`config.mk`:
```
export PLATFORM = sky130hd
export DESIGN_NAME = bridge_window_decoder
export DESIGN_NICKNAME = d
export VERILOG_FILES = /design/src/rtl/bwd_pkg.sv /design/src/rtl/bwd_window.sv /design/src/rtl/bwd_vga.sv /design/src/rtl/bridge_window_decoder.sv
export SDC_FILE = /design/constraint.sdc
export NUM_CORES = 1
export LEC_CHECK = 0
export BUFFER_PORTS_ARGS = -buffer_cell sky130_fd_sc_hd__buf_2
export CAP_MARGIN = 40
export CORE_MARGIN = 10
export CORE_UTILIZATION = 30
export CTS_CLUSTER_SIZE = 16
export DETAILED_ROUTE_END_ITERATION = 6
export GPL_TIMING_DRIVEN = 0
export PLACE_DENSITY = 0.57
export SYNTH_ARGS = -nofsm -noshare
export SYNTH_HDL_FRONTEND = slang
export SYNTH_SLANG_ARGS = --single-unit
```
`constraint.sdc`:
```
create_clock -name clk -period 1.5 [get_ports clk]
set_input_delay 0.075 -clock clk [delete_from_list [all_inputs] [get_ports clk]]
set_output_delay 0.075 -clock clk [all_outputs]
set_load 0.1 [all_outputs]
```
`src/rtl/bwd_pkg.sv`:
```
package bwd_pkg;
  localparam logic [31:0] FB_LO     = 32'h000A_0000;
  localparam logic [31:0] FB_HI     = 32'h000B_FFFF;
  localparam logic [15:0] MONO_LO   = 16'h03B0;
  localparam logic [15:0] MONO_HI   = 16'h03BB;
  localparam logic [15:0] COLOR_LO  = 16'h03C0;
  localparam logic [15:0] COLOR_HI  = 16'h03DF;
  localparam logic [15:0] PAL_MASK  = 16'h03C6;
  localparam logic [15:0] PAL_WADDR = 16'h03C8;
  localparam logic [15:0] PAL_DATA  = 16'h03C9;

  typedef struct packed {
    logic claim;
    logic down;
    logic pf;
  } bwd_result_t;
endpackage

```
`src/rtl/bwd_window.sv`:
```
module bwd_window #(
  parameter int AW = 32,
  parameter int FW = 12
) (
  input  logic [AW-1:0] addr_i,
  input  logic [FW-1:0] base_i,
  input  logic [FW-1:0] limit_i,
  output logic          hit_o
);
  localparam int LOW = AW - FW;

  logic [FW-1:0] field;
  logic          off;

  always_comb begin
    field = addr_i[AW-1:LOW];
    off   = (limit_i < base_i);
    hit_o = !off && (field >= base_i) && (field <= limit_i);
  end
endmodule

```
`src/rtl/bwd_vga.sv`:
```
module bwd_vga
  import bwd_pkg::*;
#(
  parameter int ADDR_W = 32
) (
  input  logic [ADDR_W-1:0] addr_i,
  output logic              fb_o,
  output logic              port_o,
  output logic              pal_o
);
  logic [15:0] lo;
  logic        hi_zero;

  always_comb begin
    lo      = addr_i[15:0];
    hi_zero = (addr_i[ADDR_W-1:16] == '0);
    fb_o    = (addr_i >= ADDR_W'(FB_LO)) && (addr_i <= ADDR_W'(FB_HI));
    port_o  = hi_zero && (((lo >= MONO_LO) && (lo <= MONO_HI)) ||
                          ((lo >= COLOR_LO) && (lo <= COLOR_HI)));
    pal_o   = hi_zero && ((lo == PAL_MASK) || (lo == PAL_WADDR) || (lo == PAL_DATA));
  end
endmodule

```
`src/rtl/bridge_window_decoder.sv`:
```
module bridge_window_decoder
  import bwd_pkg::*;
#(
  parameter int ADDR_W     = 32,
  parameter int MEM_GRAN   = 20,
  parameter int IO_SPACE_W = 16,
  parameter int IO_GRAN    = 12,
  localparam int MEM_FW    = ADDR_W - MEM_GRAN,
  localparam int IO_FW     = IO_SPACE_W - IO_GRAN
) (
  input  logic              clk,
  input  logic              rst_n,
  input  logic              addr_valid,
  input  logic [ADDR_W-1:0] addr,
  input  logic              is_io,
  input  logic              is_write,
  input  logic              from_far,
  input  logic [MEM_FW-1:0] np_base,
  input  logic [MEM_FW-1:0] np_limit,
  input  logic [MEM_FW-1:0] pf_base,
  input  logic [MEM_FW-1:0] pf_limit,
  input  logic [IO_FW-1:0]  io_base,
  input  logic [IO_FW-1:0]  io_limit,
  input  logic              vga_en,
  input  logic              vga_snoop,
  output logic              dec_valid,
  output logic              claim,
  output logic              dir_down,
  output logic              pf_ok
);
  localparam int NWIN = 2;

  logic [NWIN-1:0][MEM_FW-1:0] win_base, win_limit;
  logic [NWIN-1:0]             win_hit;
  logic                        io_win_hit, io_hit, io_hi_zero;
  logic                        fb_hit, port_hit, pal_hit;
  logic                        mem_in, io_down, io_excl;
  bwd_result_t                 res_d, res_q;
  logic                        valid_q;

  assign win_base  = {pf_base, np_base};
  assign win_limit = {pf_limit, np_limit};

  for (genvar g = 0; g < NWIN; g++) begin : g_memwin
    bwd_window #(.AW(ADDR_W), .FW(MEM_FW)) u_win (
      .addr_i (addr),
      .base_i (win_base[g]),
      .limit_i(win_limit[g]),
      .hit_o  (win_hit[g])
    );
  end

  bwd_window #(.AW(IO_SPACE_W), .FW(IO_FW)) u_iowin (
    .addr_i (addr[IO_SPACE_W-1:0]),
    .base_i (io_base),
    .limit_i(io_limit),
    .hit_o  (io_win_hit)
  );

  bwd_vga #(.ADDR_W(ADDR_W)) u_vga (
    .addr_i(addr),
    .fb_o  (fb_hit),
    .port_o(port_hit),
    .pal_o (pal_hit)
  );

  // next-state decode
  always_comb begin
    io_hi_zero = (addr[ADDR_W-1:IO_SPACE_W] == '0);
    io_hit     = io_win_hit && io_hi_zero;
    mem_in     = win_hit[0] || win_hit[1] || (vga_en && fb_hit);
    io_excl    = io_hit || (vga_en && port_hit);
    io_down    = io_excl || (vga_snoop && is_write && pal_hit);
    if (!from_far) res_d.claim = is_io ? io_down : mem_in;
    else           res_d.claim = is_io ? !io_excl : !mem_in;
    res_d.down = !from_far && res_d.claim;
    res_d.pf   = !from_far && !is_io && !is_write && win_hit[1] &&
                 !win_hit[0] && !(vga_en && fb_hit);
  end

  // register stage
  always_ff @(posedge clk or negedge rst_n) begin
    if (!rst_n) begin
      valid_q <= 1'b0;
      res_q   <= '0;
    end else begin
      valid_q <= addr_valid;
      if (addr_valid) res_q <= res_d;
    end
  end

  assign dec_valid = valid_q;
  assign claim     = res_q.claim;
  assign dir_down  = res_q.down;
  assign pf_ok     = res_q.pf;

  assert_valid_follows_R1: assert property (@(posedge clk) disable iff (!rst_n)
    addr_valid |=> dec_valid);
  assert_valid_idle_R1: assert property (@(posedge clk) disable iff (!rst_n)
    !addr_valid |=> !dec_valid);
  assert_hold_R1: assert property (@(posedge clk) disable iff (!rst_n)
    !addr_valid |=> ($stable(claim) && $stable(dir_down) && $stable(pf_ok)));
  assert_pf_needs_claim_R10: assert property (@(posedge clk) disable iff (!rst_n)
    pf_ok |-> (claim && dir_down));
  assert_dir_needs_claim_R10: assert property (@(posedge clk) disable iff (!rst_n)
    dir_down |-> claim);
  assert_pf_reads_only_R6: assert property (@(posedge clk) disable iff (!rst_n)
    (addr_valid && (is_write || is_io || from_far)) |=> !pf_ok);
  assert_io_disabled_R5: assert property (@(posedge clk) disable iff (!rst_n)
    (addr_valid && is_io && !from_far && (io_limit < io_base) && !vga_en && !vga_snoop)
    |=> !claim);
  assert_vga_mem_R7: assert property (@(posedge clk) disable iff (!rst_n)
    (addr_valid && vga_en && !is_io && !from_far && fb_hit) |=> (claim && dir_down));
endmodule

```
== After elaboration in Yosys (flattened, before gate mapping) ==
Index checks and enable logic that the tools add are counted.
Word-level totals
  bits in registers: 4
  input port bits: 96
  output and inout port bits: 4
  logic and storage cells: 65
Cells by class
  $lt $le $gt $ge: 15
  equality and inequality tests: 3
  multiplexer cells: 3
  reduce and logical (&&, ||, !) cells: 40
Operators with widths (count)
  equality test 16 x 10 -> 1 bit (second input constant): 3
  >= comparator 16 x 10 -> 1 bit (second input constant): 2
  >= comparator 32 x 20 -> 1 bit (second input constant): 1
  <= comparator 16 x 10 -> 1 bit (second input constant): 2
  <= comparator 32 x 20 -> 1 bit (second input constant): 1
  >= comparator 12 bit: 2
  <= comparator 12 bit: 2
  less-than comparator 12 bit: 2
  logical AND 1 bit: 22
  logical NOT 16 bit: 1
  logical NOT 1 bit: 10
  logical OR 1 bit: 7
  >= comparator 4 bit: 1
  <= comparator 4 bit: 1
  less-than comparator 4 bit: 1
  2-to-1 mux 1 bit: 3

== Logic depth before layout (Yosys ltp) ==
Gate-level depths: netlist of the first run.
  depth after elaboration: 10
  depth in mapped cells: 9
  depth with buffers taken out: 9

== Hierarchy ==
From an unflattened synthesis of the first run, not the netlist that was laid out.
Second synthesis, totals
  cells, all modules: 297
  area, all modules: 2337.2 µm²
Modules (own cells, without submodules)
  bwd_window at g_memwin[0].u_win ...: instances 2, cells an instance 107, area an instance 824.5 µm²
  bridge_window_decoder: instances 1, cells an instance 29, area an instance 277.8 µm²
  bwd_window at u_iowin: instances 1, cells an instance 34, area an instance 269.0 µm²
  bwd_vga: instances 1, cells an instance 20, area an instance 141.4 µm²

== Worst setup path after synthesis of the first run ==
Ideal clock, no wire load.
  path kind: input port to flip-flop
  start point: input pf_limit[11]
  end point: register res_q (netlist bit claim)
  library setup time: 0.133 ns
  arrival: 1.653 ns
  required time: 1.367 ns
  path slack: -0.286 ns
  stages on the path: 9
  path buffers: 0
  path through: inv_1 ha_1 a21oi_2 o21ai_1 a2111oi_2 a21oi_1 a221o_1 a221oi_1 o32ai_1
On the way
  word-level cells in the longest chain between the ends: 9
RTL lines
  from (decl): line bridge_window_decoder.sv:21  | input logic [MEM_FW-1:0] pf_limit,
  less-than comparator 12 bit: line bwd_window.sv:17  | off = (limit_i < base_i);
  logical NOT 1 bit: line bwd_window.sv:18  | hit_o = !off && (field >= base_i) && (field <= limit_i);
  logical AND 1 bit: line bwd_window.sv:18
  logical AND 1 bit (*): line bwd_window.sv:18
  logical OR 1 bit (*) (2 in a row): line bridge_window_decoder.sv:71  | mem_in = win_hit[0] || win_hit[1] || (vga_en && fb_hit);
  logical NOT 1 bit: line bridge_window_decoder.sv:75  | else res_d.claim = is_io ? !io_excl : !mem_in;
  2-to-1 mux 1 bit: line bridge_window_decoder.sv:75
  2-to-1 mux 1 bit (*): line bridge_window_decoder.sv:74  | if (!from_far) res_d.claim = is_io ? io_down : mem_in;
  to (signal assigned): line bridge_window_decoder.sv:88  | if (addr_valid) res_q <= res_d;
  to (decl): line bridge_window_decoder.sv:38  | bwd_result_t res_d, res_q;
Mark *: on every way between the ends. The rest lies on a longest branch, timed or not.
A chain may end at the register's enable or synchronous reset.

== Worst setup path after layout of the first run ==
  start point: input pf_limit[5]
  end point: register res_q (netlist bit claim)
Same word-level chain as after synthesis.

==> qor.txt, run 1 <==
outcome = complete, but fails checks
failing checks = negative setup slack
Post-Place Cells = 494
CTS buffer count = 3
most common cell after layout, fill and taps aside = buf_2
worst path buffer plus inverter count = 2
Pwr Total = 0.001242 W
Top Ports = 100
Main synth FF type = dfrtp_1
synth top area cells = ha_1 (45%), inv_1 (10%), a21oi_1 (5.6%)
Synth cell types = 41
Worst R2R Start = pf_ok$_DFFE_PN0P_
Synth async-reset ratio = 100.0%
RR Endpoint = pf_ok$_DFFE_PN0P_
Row Count = 31
Worst Hold End = dec_valid$_DFF_PN0_
clock sinks = 4
CORE AREA = 0.007292 mm^2
Tmin final = 1774 ps
Mean Syn Cell Area = 7.609 um^2
Initial Utilization = 30.89%
Worst VDD drop = 0.0002351 V
first-pass GRT wire length = 11610 um
critical path required time = 1580 ps
Routed Antenna Nets = 0
max-capacitance violation count = 0
vias in the first global route = 2711
Setup crit start kind = input port
Finished Layout Cells = 502
DPL Wire Length = 6238 um
drt first pass iters = 4
CP top delay family = compound AO/OA/AOI/OAI gates
Slew @ Worst Pin = 488.6 ps
Clock Skew = 0 ps
Vias = 2421
TritonCTS clock tree = built
chip height = 106.6 um
critical path, cell by cell = buf_4, inv_4, ha_4, a21oi_2, nor2_2, a2111oi_2, a21oi_1, a221o_1, a221oi_2, o32ai_2
Yosys warning count = 0
endpoint class of the critical path = flop
sequential share of the synthesized area = 4.444%
Detailed Route WL = 6918 um
initial antenna violation count = 0
Reg2Reg Depth = 1
Worst R2R Setup Slack = 810 ps
cells after synthesis = 296
commonest cells after routing, fill and taps aside = buf_2 (89), ha_1 (66), inv_1 (51)
unrepaired setup endpoints after global routing = true
largest net degree at the start of global routing = 6
CTS clk-pin slew, worst paths = 30 ps
fillers = 778
maximum fanout along the worst path = 4
antenna diode count = 0
Leak = 1.775 nW
share of layout cells above drive strength 1 = 38.21%
Crit path largest cell delay = 370 ps
CTS H-tree lvls = 1
I/O Buffers = 99
WL/cell = 13.78 um
Worst slew margin = 67.65%
hold path depth = 1
flops & latches, synth = 4
clk_lat worst skew = 210 ps
worst setup margin = -274.0 ps
fin crit share = 118.3%
die width = 106.6 um
Vias/cell = 4.823
Synth top area share = 45.00%
Pwr Density = 372.5 mW/mm^2
final setup violation count = 3
routability congestion estimate from global placement = 0.8003
final max-slew violation count = 0
WS Path Type = input port to flop
Final #Nets = 582
number of synthesized flops with an enable pin = 0
Max Freq = 563.7 MHz
clock buffer depth = 2
drt first-iter violations = 57
WP data arrival = 1850 ps
Syn Nets = 473
HP Class = input port to flop
worst hold start = addr_valid
Total GRT Usage = 11.73%
P&R area growth vs syn = 48.00%
Die ar. = 0.01137 mm^2
cell taking the most area after synthesis = ha_1
Slowest cell on crit path = a221o_1
Hold Fails Final Rpt = 0
GRT Residual Overflow = 0
synthesized area = 0.002252 mm^2
DP Worst Slack = -604.4 ps
DRC viols = 0
utilization after layout = 45.71%
Clock Tree Root = clkbuf_8
-- sequential cells by signal, summed over array words and instances, names as in the netlist --
name	count
claim	1
dec_valid	1
dir_down	1
pf_ok	1
-- worst max path at each step --
stage / startpoint / endpoint / slack [ps] / cells after the start
finish: pf_limit[5] / claim$_DFFE_PN0P_ / -270 / 10
global route: pf_limit[5] / dir_down$_DFFE_PN0P_ / -340 / 10
CTS: addr[12] / claim$_DFFE_PN0P_ / -280 / 10
detailed placement: addr[22] / claim$_DFFE_PN0P_ / -600 / 9
global placement: addr[22] / claim$_DFFE_PN0P_ / -580 / 9
floorplan: addr[12] / claim$_DFFE_PN0P_ / -200 / 9
-- layout make-up --
type                       count  area, um^2  area share (%)
multi-input combinational    232        2240           67.19
sequential                     4       100.1           3.003
inverter                      60       232.7           6.982
tap                           99       123.9           3.716
clock buffer                   3       41.29           1.239
timing repair buffer         104       595.6           17.87
-- per-stage QoR --
step | area, um^2 | hold WS (ps) | setup TNS, ps
after CTS | 3184 | 45.73 | -604.7
after floorplan | 2347 | -220.6 | -404.7
after detailed placement | 2967 | -119.5 | -1567
final | 3333 | 52.58 | -742.4
after global placement | 2967 | -120.6 | -1517
after global routing | 3333 | 49.02 | -950.1
-- per-layer routing --
| metal | wire length, um | up-vias | track usage [%] |
|---|---|---|---|
| met1 | 3133 | 1062 | 14.17 |
| met5 | 0 | - | 0 |
| li1 | - | 1302 | - |
| met4 | 0 | 0 | 1.451 |
| met3 | 388 | 0 | 2.635 |
| met2 | 3396 | 57 | 21.12 |
-- repair_timing --
action,CTS,global route
buffers inserted,3,1
hold buffers,1,0
setup endpoints to repair,3,3
pin swaps,13,14
gates resized for setup,31,23
endpoints found under the hold margin,4,0
-- logic make-up after synthesis --
| kind of cell | Yosys count | share of synthesized area (%) |
|---|---|---|
| AO/OA/AOI/OAI | 81 | 23.89 |
| adder cells (fa/ha/maj) | 81 | 45.00 |
| AND/OR/NAND/NOR | 70 | 16.67 |
| buffers and inverters | 60 | 10.00 |
| flip-flops | 4 | 4.445 |
-- cell usage after synthesis (3+ instances only) --
library cell	n
nand2b_1	4
a21o_1	11
inv_1	60
nor4_1	4
o21a_1	3
nand2_1	17
nand4_1	15
dfrtp_1	4
ha_1	81
o21ai_0	14
nor3_1	7
o211ai_1	4
nor2b_1	3
nor2_1	9
a211oi_1	5
a21oi_1	25
-- report_power, final --
group / leakage (nW) / internal [W] / switching [W]
combinational: 1.70 / 0.000425 / 0.000480
sequential: 0.0511 / 0.000116 / 0.00000298
clock: 0.0216 / 0.000170 / 0.0000474
Note: power is estimated with default switching activity, not from simulation.
==> inputs of run 2 (changes only) <==
--- a/config.mk
+++ b/config.mk
@@ -15,2 +15,3 @@
 export PLACE_DENSITY = 0.57
+export SKIP_CTS_REPAIR_TIMING = 1
 export SYNTH_ARGS = -nofsm -noshare
==> constraint.sdc (replaced) <==
create_clock -name clk -period 1.5 [get_ports clk]
set_input_delay 0.3 -clock clk [delete_from_list [all_inputs] [get_ports clk]]
set_output_delay 0.3 -clock clk [all_outputs]
set_load 0.1 [all_outputs]
==> qor.txt, run 2 (synthesis gave the netlist of run 1 again) <==
outcome = complete, but fails checks
failing checks = negative setup slack
I/O Buffers = 99
commonest cells after routing, fill and taps aside = buf_2 (90), ha_1 (66), inv_1 (51)
worst setup margin = -486.7 ps
maximum fanout along the worst path = 2
chip height = 106.6 um
CTS clk-pin slew, worst paths = 30 ps
final setup TNS = -1370 ps
Slowest cell on crit path = a2111oi_2
CTS buffer count = 3
HP Class = input port to flop
DPL Wire Length = 6238 um
fin crit share = 132.4%
GRT Residual Overflow = 0
Leak = 1.768 nW
worst path buffer plus inverter count = 2
worst hold start = addr_valid
Total GRT Usage = 11.33%
WP data arrival = 2070 ps
final max-slew violation count = 0
DRC viols = 0
critical path required time = 1580 ps
design area = 0.003319 mm^2
vias in the first global route = 2643
clock sinks = 4
share of layout cells above drive strength 1 = 38.71%
Vias = 2442
Crit path largest cell delay = 300 ps
Clock Tree Root = clkbuf_8
dpl cell area = 0.002967 mm^2
Worst slew margin = 67.65%
utilization after layout = 45.52%
antenna diode count = 0
most common cell after layout, fill and taps aside = buf_2
CORE AREA = 0.007292 mm^2
CTS H-tree lvls = 1
Vias/cell = 4.865
Final #Nets = 582
CP top delay family = compound AO/OA/AOI/OAI gates
Max Freq = 503.3 MHz
Hold Fails Final Rpt = 0
die width = 106.6 um
P&R area growth vs syn = 47.39%
Routed Antenna Nets = 0
WS Path Type = input port to flop
first-pass GRT wire length = 11190 um
drt first pass iters = 4
Top Ports = 100
Worst VDD drop = 0.0002351 V
max-capacitance violation count = 0
endpoint class of the critical path = flop
Slew @ Worst Pin = 488.6 ps
clock buffer depth = 2
Clock Skew = 0 ps
largest net degree at the start of global routing = 6
Critical Path Start = addr[12]
Pwr Density = 373.0 mW/mm^2
drt first-iter violations = 49
critical path, cell by cell = buf_2, inv_1, ha_1, nand2b_1, a2111oi_2, or3_1, a21oi_1, o21ba_2, o41ai_2, o32ai_2
WL/cell = 13.91 um
Worst R2R Start = pf_ok$_DFFE_PN0P_
Detailed Route WL = 6982 um
routability congestion estimate from global placement = 0.8003
initial antenna violation count = 0
Setup crit start kind = input port
Tmin final = 1987 ps
Row Count = 31
clk_lat worst skew = 210 ps
Die ar. = 0.01137 mm^2
TritonCTS clock tree = built
Initial Utilization = 30.89%
unrepaired setup endpoints after global routing = true
final setup violation count = 3
## run 2: metal layers
metal  up-vias  share of wire [%]  GRT usage [%]
met3         0                5.7          2.635
met5         -                  0              0
li1       1304                  -              -
met4         0                  0          1.451
met1      1079                 45          13.75
met2        59                 49          20.24
## run 2: path summary, 6_finish.rpt
path                                   endpoint  slack [ps]  cells past startpoint
setup reg to reg              pf_ok$_DFFE_PN0P_         810                      1
hold reg to reg            dir_down$_DFFE_PN0P_         480                      2
hold / removal              dec_valid$_DFF_PN0_         280                      1
max in group asynchronous     pf_ok$_DFFE_PN0P_         960                      2
min in group asynchronous  dir_down$_DFFE_PN0P_         430                      2
setup / recovery              claim$_DFFE_PN0P_        -490                     10
## run 2: report_power, final
group / leakage (nW) / switching (W) / internal, W
combinational: 1.70 / 0.000480 / 0.000422
clock: 0.0216 / 0.0000465 / 0.000170
sequential: 0.0511 / 0.00000298 / 0.000116
## run 2: final cells by class
cell class                      count  area [um^2]
Sequential cell                     4        100.1
Clock buffer                        3        41.29
Timing Repair Buffer              104        584.3
Inverter                           60        230.2
Tap cell                           99        123.9
Fill cell                         790         3973
Multi-Input combinational cell    232         2240
## run 2: stage by stage
stage	cells	worst slack, ps	total power [W]	hold slack [ps]
after detailed placement	494	-829.4	0.0009030	105.5
after global routing	502	-612.7	0.001387	274.8
after global placement	494	-809.4	0.0008895	104.4
after floorplan	296	-422.6	0.0006133	4.409
after CTS	497	-623.1	0.001128	-115.5
final	502	-486.7	0.001238	276.4
